**config.mk**
```make
export PLATFORM = sky130hd
export DESIGN_NAME = pwr_sleep_ctrl
export DESIGN_NICKNAME = d
export VERILOG_FILES = /design/src/rtl/pwr_pkg.sv /design/src/rtl/pwr_rst_qual.sv /design/src/rtl/pwr_mode_fsm.sv /design/src/rtl/pwr_enable_dec.sv /design/src/rtl/pwr_sleep_ctrl.sv
export SDC_FILE = /design/constraint.sdc
export NUM_CORES = 1
export LEC_CHECK = 0
export ABC_AREA = 1
export CAP_MARGIN = 40
export CORE_UTILIZATION = 35
export DETAILED_ROUTE_END_ITERATION = 12
export GPL_ROUTABILITY_DRIVEN = 0
export SYNTH_ARGS = -nofsm -noshare
export SYNTH_HDL_FRONTEND = slang
export SYNTH_HIERARCHICAL = 1
export SYNTH_SLANG_ARGS = --single-unit
```
**constraint.sdc**
```tcl
create_clock -name clk -period 0.8 [get_ports clk]
set_input_delay 0.16 -clock clk [delete_from_list [all_inputs] [get_ports clk]]
set_output_delay 0.16 -clock clk [all_outputs]
set_load 0.02 [all_outputs]
```
**src/rtl/pwr_pkg.sv**
```systemverilog
package pwr_pkg;
  typedef enum logic [1:0] {
    PS_RUN   = 2'd0,
    PS_IDLE  = 2'd1,
    PS_PDOWN = 2'd2,
    PS_WARM  = 2'd3
  } pwr_state_e;

  localparam int IDLE_BIT = 0;
  localparam int PDN_BIT  = 1;
endpackage

```
**src/rtl/pwr_rst_qual.sv**
```systemverilog
module pwr_rst_qual #(
  parameter int SYNC_STAGES = 2,
  parameter int QUAL_CLKS   = 24
) (
  input  logic clk,
  input  logic arst_n,
  input  logic pin_raw,
  output logic qual_rst
);
  localparam int CW = $clog2(QUAL_CLKS + 1);
  localparam logic [CW-1:0] LAST = CW'(QUAL_CLKS - 1);

  logic [SYNC_STAGES-1:0] sync_q;
  logic                   pin_s;
  logic [CW-1:0]          cnt_q, cnt_d;
  logic                   rst_q, rst_d;

  always_ff @(posedge clk or negedge arst_n) begin
    if (!arst_n) sync_q <= '0;
    else         sync_q <= {sync_q[SYNC_STAGES-2:0], pin_raw};
  end

  assign pin_s = sync_q[SYNC_STAGES-1];

  always_comb begin
    if (!pin_s) begin
      cnt_d = '0;
      rst_d = 1'b0;
    end else begin
      rst_d = rst_q | (cnt_q == LAST);
      cnt_d = (cnt_q == LAST) ? cnt_q : cnt_q + 1'b1;
    end
  end

  always_ff @(posedge clk or negedge arst_n) begin
    if (!arst_n) begin
      cnt_q <= '0;
      rst_q <= 1'b0;
    end else begin
      cnt_q <= cnt_d;
      rst_q <= rst_d;
    end
  end

  assign qual_rst = rst_q;
endmodule

```
**src/rtl/pwr_mode_fsm.sv**
```systemverilog
module pwr_mode_fsm
  import pwr_pkg::*;
#(
  parameter int DATA_W    = 8,
  parameter int STAB_CLKS = 16
) (
  input  logic              clk,
  input  logic              arst_n,
  input  logic              wr_en,
  input  logic [DATA_W-1:0] wr_data,
  input  logic              irq_req,
  input  logic              qual_rst,
  output pwr_state_e        state_o,
  output logic [1:0]        mode_o
);
  localparam int SCW = $clog2(STAB_CLKS + 1);
  localparam logic [SCW-1:0] STAB_LAST = SCW'(STAB_CLKS - 1);

  pwr_state_e     state_q, state_d;
  logic [1:0]     mode_q, mode_d;
  logic [SCW-1:0] stab_q, stab_d;
  logic           stab_en;
  logic           unused_hi;

  assign unused_hi = ^wr_data;

  always_comb begin
    state_d = state_q;
    mode_d  = mode_q;
    stab_d  = stab_q;
    unique case (state_q)
      PS_RUN: begin
        if (qual_rst) begin
          mode_d = 2'b00;
        end else if (wr_en) begin
          mode_d = wr_data[1:0];
          if (wr_data[PDN_BIT])       state_d = PS_PDOWN;
          else if (wr_data[IDLE_BIT]) state_d = PS_IDLE;
        end
      end
      PS_IDLE: begin
        if (qual_rst) begin
          state_d = PS_RUN;
          mode_d  = 2'b00;
        end else if (irq_req) begin
          state_d          = PS_RUN;
          mode_d[IDLE_BIT] = 1'b0;
        end
      end
      PS_PDOWN: begin
        if (qual_rst) begin
          state_d = PS_WARM;
          mode_d  = 2'b00;
          stab_d  = '0;
        end
      end
      PS_WARM: begin
        mode_d = 2'b00;
        if (stab_q == STAB_LAST) state_d = PS_RUN;
        else                     stab_d  = stab_q + 1'b1;
      end
      default: state_d = PS_RUN;
    endcase
  end

  assign stab_en = (state_q == PS_WARM) || (state_q == PS_PDOWN);

  always_ff @(posedge clk or negedge arst_n) begin
    if (!arst_n) begin
      state_q <= PS_RUN;
      mode_q  <= 2'b00;
    end else begin
      state_q <= state_d;
      mode_q  <= mode_d;
    end
  end

  always_ff @(posedge clk or negedge arst_n) begin
    if (!arst_n)      stab_q <= '0;
    else if (stab_en) stab_q <= stab_d;
  end

  assign state_o = state_q;
  assign mode_o  = mode_q;
endmodule

```
**src/rtl/pwr_enable_dec.sv**
```systemverilog
module pwr_enable_dec
  import pwr_pkg::*;
(
  input  pwr_state_e state_i,
  output logic       cpu_en,
  output logic       per_en,
  output logic       osc_on
);
  always_comb begin
    cpu_en = 1'b0;
    per_en = 1'b0;
    osc_on = 1'b0;
    unique case (state_i)
      PS_RUN:   begin cpu_en = 1'b1; per_en = 1'b1; osc_on = 1'b1; end
      PS_IDLE:  begin per_en = 1'b1; osc_on = 1'b1; end
      PS_WARM:  osc_on = 1'b1;
      default:  ;
    endcase
  end
endmodule

```
**src/rtl/pwr_sleep_ctrl.sv**
```systemverilog
module pwr_sleep_ctrl
  import pwr_pkg::*;
#(
  parameter int DATA_W      = 8,
  parameter int SYNC_STAGES = 2,
  parameter int QUAL_CLKS   = 24,
  parameter int STAB_CLKS   = 16
) (
  input  logic              clk,
  input  logic              rst_n,
  input  logic              rst_pin,
  input  logic              reg_wr,
  input  logic [DATA_W-1:0] reg_wdata,
  input  logic              irq_pend,
  output logic              cpu_clk_en,
  output logic              per_clk_en,
  output logic              osc_en,
  output logic              int_rst,
  output logic              ram_clr,
  output logic [1:0]        mode_q
);
  logic [1:0] arst_sync_q;
  logic       arst_n;
  pwr_state_e state;
  logic       qual_rst;

  always_ff @(posedge clk or negedge rst_n) begin
    if (!rst_n) arst_sync_q <= 2'b00;
    else        arst_sync_q <= {arst_sync_q[0], 1'b1};
  end
  assign arst_n = arst_sync_q[1];

  pwr_rst_qual #(.SYNC_STAGES(SYNC_STAGES), .QUAL_CLKS(QUAL_CLKS)) u_qual (
    .clk      (clk),
    .arst_n   (arst_n),
    .pin_raw  (rst_pin),
    .qual_rst (qual_rst)
  );

  pwr_mode_fsm #(.DATA_W(DATA_W), .STAB_CLKS(STAB_CLKS)) u_fsm (
    .clk      (clk),
    .arst_n   (arst_n),
    .wr_en    (reg_wr),
    .wr_data  (reg_wdata),
    .irq_req  (irq_pend),
    .qual_rst (qual_rst),
    .state_o  (state),
    .mode_o   (mode_q)
  );

  pwr_enable_dec u_dec (
    .state_i (state),
    .cpu_en  (cpu_clk_en),
    .per_en  (per_clk_en),
    .osc_on  (osc_en)
  );

  assign int_rst = qual_rst;
  assign ram_clr = 1'b0;
endmodule

```
==> results.yml, run 1 <==
status:
  outcome: "complete, but fails checks"
  violations: "setup timing"
place:
  dp.cells: 190
  io_buffers: 12
  dpl_worst_slack_ps: -671
  hpwl_mm: 1.50
worst_setup_path:
  cp.arrival_ps: 1650
  cp-start-kind: "flop"
  cpMostUsedCell: "inv_2"
  endpoint_kind: "flop"
  path_buf_inv: 3
  slowest_stage: "dfrtp_1"
  critical-path-top-delay-family: "simple AND/OR/NAND/NOR gates"
  worstPathRequired_ps: 990
  crit_type: "reg2reg"
  slowest_delay_ps: 370
  crit_chain: "ha_2 -> inv_2 -> nor3_4 -> ha_2 -> inv_2 -> nand3_4 -> nand2_2 -> inv_2 -> nand3_2 -> nand2_1 -> nand2_1"
  path_max_fanout: 7
  r2r_setup_slack_ps: -650
power_and_ir_drop:
  power_w: 0.00474
  leakage_nw: 0.823
  ir_drop_mv: 2.48
  power.density_nw_per_um2: 2940
detailed_routing:
  drt-wirelength-per-cell_um: 10.6
  routed_via_density: 4.62
  met2_length_mm: 1.15
  drc: 0
  routed_wl_mm: 2.18
  top_layer_used: "met3"
  num_vias: 952
  drt_iter0_drc: 22
  wl_met3_um: 36
  antenna_left: 0
  drt-pass1-iter-count: 4
  drt-met1-wl_um: 998
layout:
  fin_cells: 206
  multi_input_area_um2: 572
  fillCellCount: 235
  n_antenna_cell: 0
  drive_gt1_share_pct: 52.0
  areaGrowthSynthToFinish_pct: 60.7
  regArea_um2: 479
  fin_nets: 192
  final_common_cell: "buf_4"
  final_cell_mix: "buf_4, nand2_1, dfrtp_1"
sta:
  rsz0062_at_grt: "yes"
  finalSetupTns_ps: -7910
  setup_viol: 21
  period_share_pct: 182
  maxSlewViolCount: 0
  finalHoldViolations: 0
  max_freq_mhz: 687
  skew_ps: 1.88
  period_needed_ps: 1450
  setup_ws_ps: -655
  hold_ws_ps: 14.6
global_route:
  grt_overflow_total: 0
  grt_pass1_wl_mm: 3.66
  antenna_found_initial: 0
  first_global_vias: 910
  grt_use_total_pct: 15.0
  grt_max_degree: 18
yosys:
  ys_warn_count: 6
  synth.distinct_cells: 24
  synth_area_per_cell_um2: 7.95
  yosysSeqAreaShare_pct: 47.4
  synthesis.area_um2: 1000
  syn-instance-count: 126
  ys_ff_latch: 19
  synth_top_cell_area_share_pct: 47.4
  yosysTopAreaCell: "dfrtp_1"
  syn_nets: 142
  synth_area_leaders: "dfrtp_1, nand2_1, nand3_1"
cts:
  clk_pin_slew_ps: 110
  cts_max_level: 1
  cts_hold_repair.buffers: 0
  clkSinkCount: 19
  cts_tree: "built"
  root_buffer: "clkbuf_4"
  cts_buffers: 3
  clockBufferDepth: 2
  insertion_delay_ps: 290
worst_hold_path:
  hp-class: "in2async"
run:
  maxCapViolations: 0
die:
  fp.coreArea_um2: 2730
  fp-row-count: 19
  start_util_pct: 36.7
  die_h_um: 55.5
  io_pins: 20
  fp.dieW_um: 55.5
  die_area_um2: 3080
==> state kept, by name, indices dropped and copies added (netlist names) <==
register and flops:
u_fsm/stab_q 5, u_qual/cnt_q 5, u_fsm/state_o 2, u_qual/qual_rst 1
arst_sync_q 2, u_fsm/mode_o 2, u_qual/sync_q 2
==> synthesized netlist by cell type <==
cell type,n
nand3_2,2
nand4_1,2
and3_1,1
nand2_1,32
nor2_2,2
buf_6,1
a21oi_1,3
o211ai_1,1
nor3_1,2
dfrtp_1,19
buf_2,1
ha_1,3
nor2_1,9
o21ai_0,5
inv_1,17
nand3_1,14
nand2_2,3
buf_4,1
conb_1,2
o21ai_2,2
o21a_1,1
and2_4,1
inv_2,1
o21ai_1,1
==> area by class of cell <==
class / count / area share (%)
clock buffers: 3 / 1.40
multi-input cells: 86 / 35.5
repair buffers: 48 / 26.1
inverters: 18 / 4.51
flip-flops and latches: 19 / 29.8
well taps: 31 / 2.41
clock inverters: 1 / 0.311
==> routing by layer <==
layer  GRT usage (%)  vias to the layer above
met2            26.3                        5
met3            2.11                        0
met5               0                        -
met1            18.6                      448
met4            5.36                        0
li1                -                      499
==> final timing paths <==
path / from / cells past startpoint / endpoint
min in group clk: rst_pin / 1 / u_qual/sync_q[0]
max: u_fsm/stab_q[1] / 11 / u_fsm/state_o[0]
max reg2reg: u_fsm/stab_q[1] / 11 / u_fsm/state_o[0]
max in group asynchronous: arst_sync_q[1] / 1 / u_fsm/state_o[1]
min reg2reg: arst_sync_q[1] / 1 / u_fsm/stab_q[4]
min: rst_n / 1 / arst_sync_q[0]
==> worst register-to-register path, cell delays in order (launching register included) <==
cell and delay [ps]:
dfrtp_1 370, ha_2 190, inv_2 50, nor3_4 100, ha_2 190, inv_2 40, nand3_4 100, nand2_2 80
inv_2 50, nand3_2 60, nand2_1 70, nand2_1 50
==> per-stage QoR <==
step	area (um2)	utilization [%]
after floorplan	1040	-
after global placement	1360	49.6
after detailed placement	1360	49.6
after CTS	1520	55.7
after global routing	1610	58.9
final	1610	58.9
==> kinds of logic after synthesis <==
| kind of cell | count (synthesis) | share of synthesized area [%] |
|---|---|---|
| and+or+nand+nor | 68 | 31.2 |
| buffers and inverters | 21 | 9.11 |
| DFF | 19 | 47.4 |
| AOI/OAI and AO/OA | 13 | 7.74 |
| adders and majority gates | 3 | 3.75 |
| other | 2 | 0.749 |
==> repair_timing <==
| item | 4_1_cts | 5_1_grt |
|---|---|---|
| cloned | 0 | 0 |
| endpoints found under the setup margin | 21 | 21 |
| pin swaps | 7 | 11 |
| buffers inserted | 8 | 4 |
| gates resized for setup | 57 | 18 |
==> report_power, final <==
| group | switching (W) | internal (W) | leakage [nW] | total [W] |
|---|---|---|---|---|
| clock | 0.000295 | 0.000186 | 0.0177 | 0.000481 |
| combinational | 0.00139 | 0.00151 | 0.572 | 0.00290 |
| sequential | 0.000164 | 0.00119 | 0.234 | 0.00136 |
| total | 0.00185 | 0.00289 | 0.823 | 0.00474 |
No activity file was read; power rests on OpenSTA's default activity.
==> run 2: changes to the inputs <==
CTS_BUF_LIST = sky130_fd_sc_hd__clkbuf_4 sky130_fd_sc_hd__clkbuf_8   (was unset)
==> results of run 2 <==
Same layout as run 1: the final DEF is identical, and so are final timing and power.
==> run 3: changes to the inputs <==
GPL_TIMING_DRIVEN = 0   (was unset)
==> run 3 against run 2 <==
Effect of this change: setup slack got worse by 67 ps; critical endpoint unchanged; sequential power barely moved; cell area fell by 4.8%; the run still ends with setup timing left; routed wire length rose by 2.2%; maximum frequency fell by 4.4%; final cell count fell by 5.3%; count of clock-buffer cells in the layout did not move; global-route usage fell by 0.20 points.
==> results.yml, run 3 (synthesis results as in run 1) <==
sta:
  finalSetupTns_ps: -8410
  setup_ws_ps: -722
  period_share_pct: 190
  rsz0062_at_grt: "yes"
  skew_ps: 3.07
  setup_viol: 21
  finalHoldViolations: 0
  period_needed_ps: 1520
  maxSlewViolCount: 0
  max_freq_mhz: 657
detailed_routing:
  antenna_left: 0
  drt_iter0_drc: 40
  routed_wl_mm: 2.23
  drt-pass1-iter-count: 4
  drc: 0
  routed_via_density: 4.73
  drt-wirelength-per-cell_um: 11.4
  num_vias: 922
worst_setup_path:
  r2r_setup_slack_ps: -720
  cpMostUsedCell: "inv_2"
  cp.arrival_ps: 1720
  path_max_fanout: 5
  cp-start-kind: "flop"
  crit_chain: "ha_4 -> inv_2 -> nor3_2 -> ha_2 -> inv_2 -> nand3_4 -> buf_6 -> nand2_2 -> inv_2 -> nand3_2 -> nand2_1 -> nand2_1"
  slowest_delay_ps: 420
  slowest_stage: "dfrtp_1"
  worstPathRequired_ps: 1000
  crit_type: "reg2reg"
  endpoint_kind: "flop"
power_and_ir_drop:
  p_switching_w: 0.00181
  p_int_w: 0.00266
  ir_drop_mv: 2.40
  power.density_nw_per_um2: 2920
  p_clk_share_pct: 11.1
  power_frac_seq_pct: 31.2
  switching_share_pct: 40.4
  leakage_nw: 0.769
  combPwrFrac_pct: 57.8
global_route:
  antenna_found_initial: 0
  grt_overflow_total: 0
  grt_pass1_wl_mm: 3.63
  grt_max_degree: 18
  met3_usage_pct: 4.45
  use_met1_pct: 16.5
  first_global_vias: 879
  grt_use_met2_pct: 28.4
  busiest_layer: "met2"
  grt_use_total_pct: 14.8
die:
  fp.coreArea_um2: 2730
  fp.dieW_um: 55.5
  fp-row-count: 19
  die_area_um2: 3080
  die_h_um: 55.5
  start_util_pct: 36.7
  io_pins: 20
cts:
  clkSinkCount: 19
  cts_tree: "built"
  root_buffer: "clkbuf_4"
  cts_buffers: 3
  clockBufferDepth: 2
  clk_pin_slew_ps: 110
  insertion_delay_ps: 300
  cts_max_level: 1
layout:
  reg.largest.list: "u_fsm/stab_q: 5 flops, u_qual/cnt_q: 5 flops"
  final_common_cell: "nand2_1"
  final_cell_mix: "nand2_1, buf_4, dfrtp_1"
  fin_nets: 181
  areaGrowthSynthToFinish_pct: 52.9
  drive_gt1_share_pct: 47.6
  n_antenna_cell: 0
status:
  violations: "setup timing"
  outcome: "complete, but fails checks"
place:
  io_buffers: 12
  hpwl_mm: 1.36
  dpl_worst_slack_ps: -754
run:
  maxCapViolations: 0
worst_hold_path:
  hp-class: "reg2async"
==> run 3: changes by cell type in the layout (fill, tap and decap cells not counted), moves of 2 or more <==
cell,delta
buf_4,-15
buf_2,+2
inv_2,-2
nand3_1,+2
nand3_2,-2
nor3_2,+2
==> run 3: power by group through the flow <==
stage	Clock, W	Sequential, W	Combinational (W)
final	0.000495	0.00139	0.00258
after detailed placement	0	0.00148	0.00153
after global routing	0.000554	0.00142	0.00281
after CTS	0.000521	0.00137	0.00219
after floorplan	0	0.00146	0.00108
after global placement	0	0.00147	0.00150
==> run 3: final cells by class <==
| class | count | area, um2 |
|---|---|---|
| plain buffers | 3 | 23.8 |
| clock buffers | 3 | 22.5 |
| clock inverters | 1 | 5.00 |
| fillers | 251 | 1200 |
| inverters | 18 | 75.1 |
| multi-input cells | 86 | 572 |
| flip-flops and latches | 19 | 480 |
| well taps | 31 | 38.8 |
| repair buffers | 34 | 315 |
==> run 3: what timing repair did <==
item                       CTS  global route
setup buffers               16             4
setup endpoints to repair   24            21
gates resized for setup     54            20
hold buffers                 1             0
pin swaps                    5             8
cloned                       1             0
hold endpoints to repair     1             0
==> run 3: worst max-delay path, delay by kind of cell (launching register included) <==
| family | cells | cell delay [ps] |
|---|---|---|
| DFF | 1 | 420 |
| and+or+nand+nor | 6 | 400 |
| adders and majority gates | 2 | 350 |
| buffers and inverters | 4 | 250 |
==> run 3: stage by stage <==
stage                     hold WS [ps]  area, um2  util (%)  power [W]  instances
final                              186       1530      56.1    0.00447        195
after global routing               235       1530      56.1    0.00478        195
after CTS                          202       1430      52.1    0.00408        191
after detailed placement           315       1200      43.8    0.00301        169
after global placement             306       1200      43.8    0.00296        169
after floorplan                   -136       1040         -    0.00254        126
==> run 3: path summary, 6_finish.rpt <==
path | endpoint | cells past startpoint | start
max reg2reg | u_fsm/state_o[0] | 12 | u_fsm/stab_q[1]
min | u_qual/sync_q[0] | 0 | arst_sync_q[1]
min reg2reg | u_qual/sync_q[0] | 0 | arst_sync_q[1]
max | u_fsm/state_o[0] | 12 | u_fsm/stab_q[1]
min in group clk | u_qual/sync_q[0] | 1 | rst_pin
max in group asynchronous | arst_sync_q[1] | 2 | rst_n
==> run 3: metal layers <==
layer  wire, um  part of all wire [%]  vias to the layer above
li1           -                     -                      473
met1        937                    42                      430
met2       1220                    55                       17
met3         68                   3.1                        2
met4          2                 0.090                        0
met5          0                     0                        -
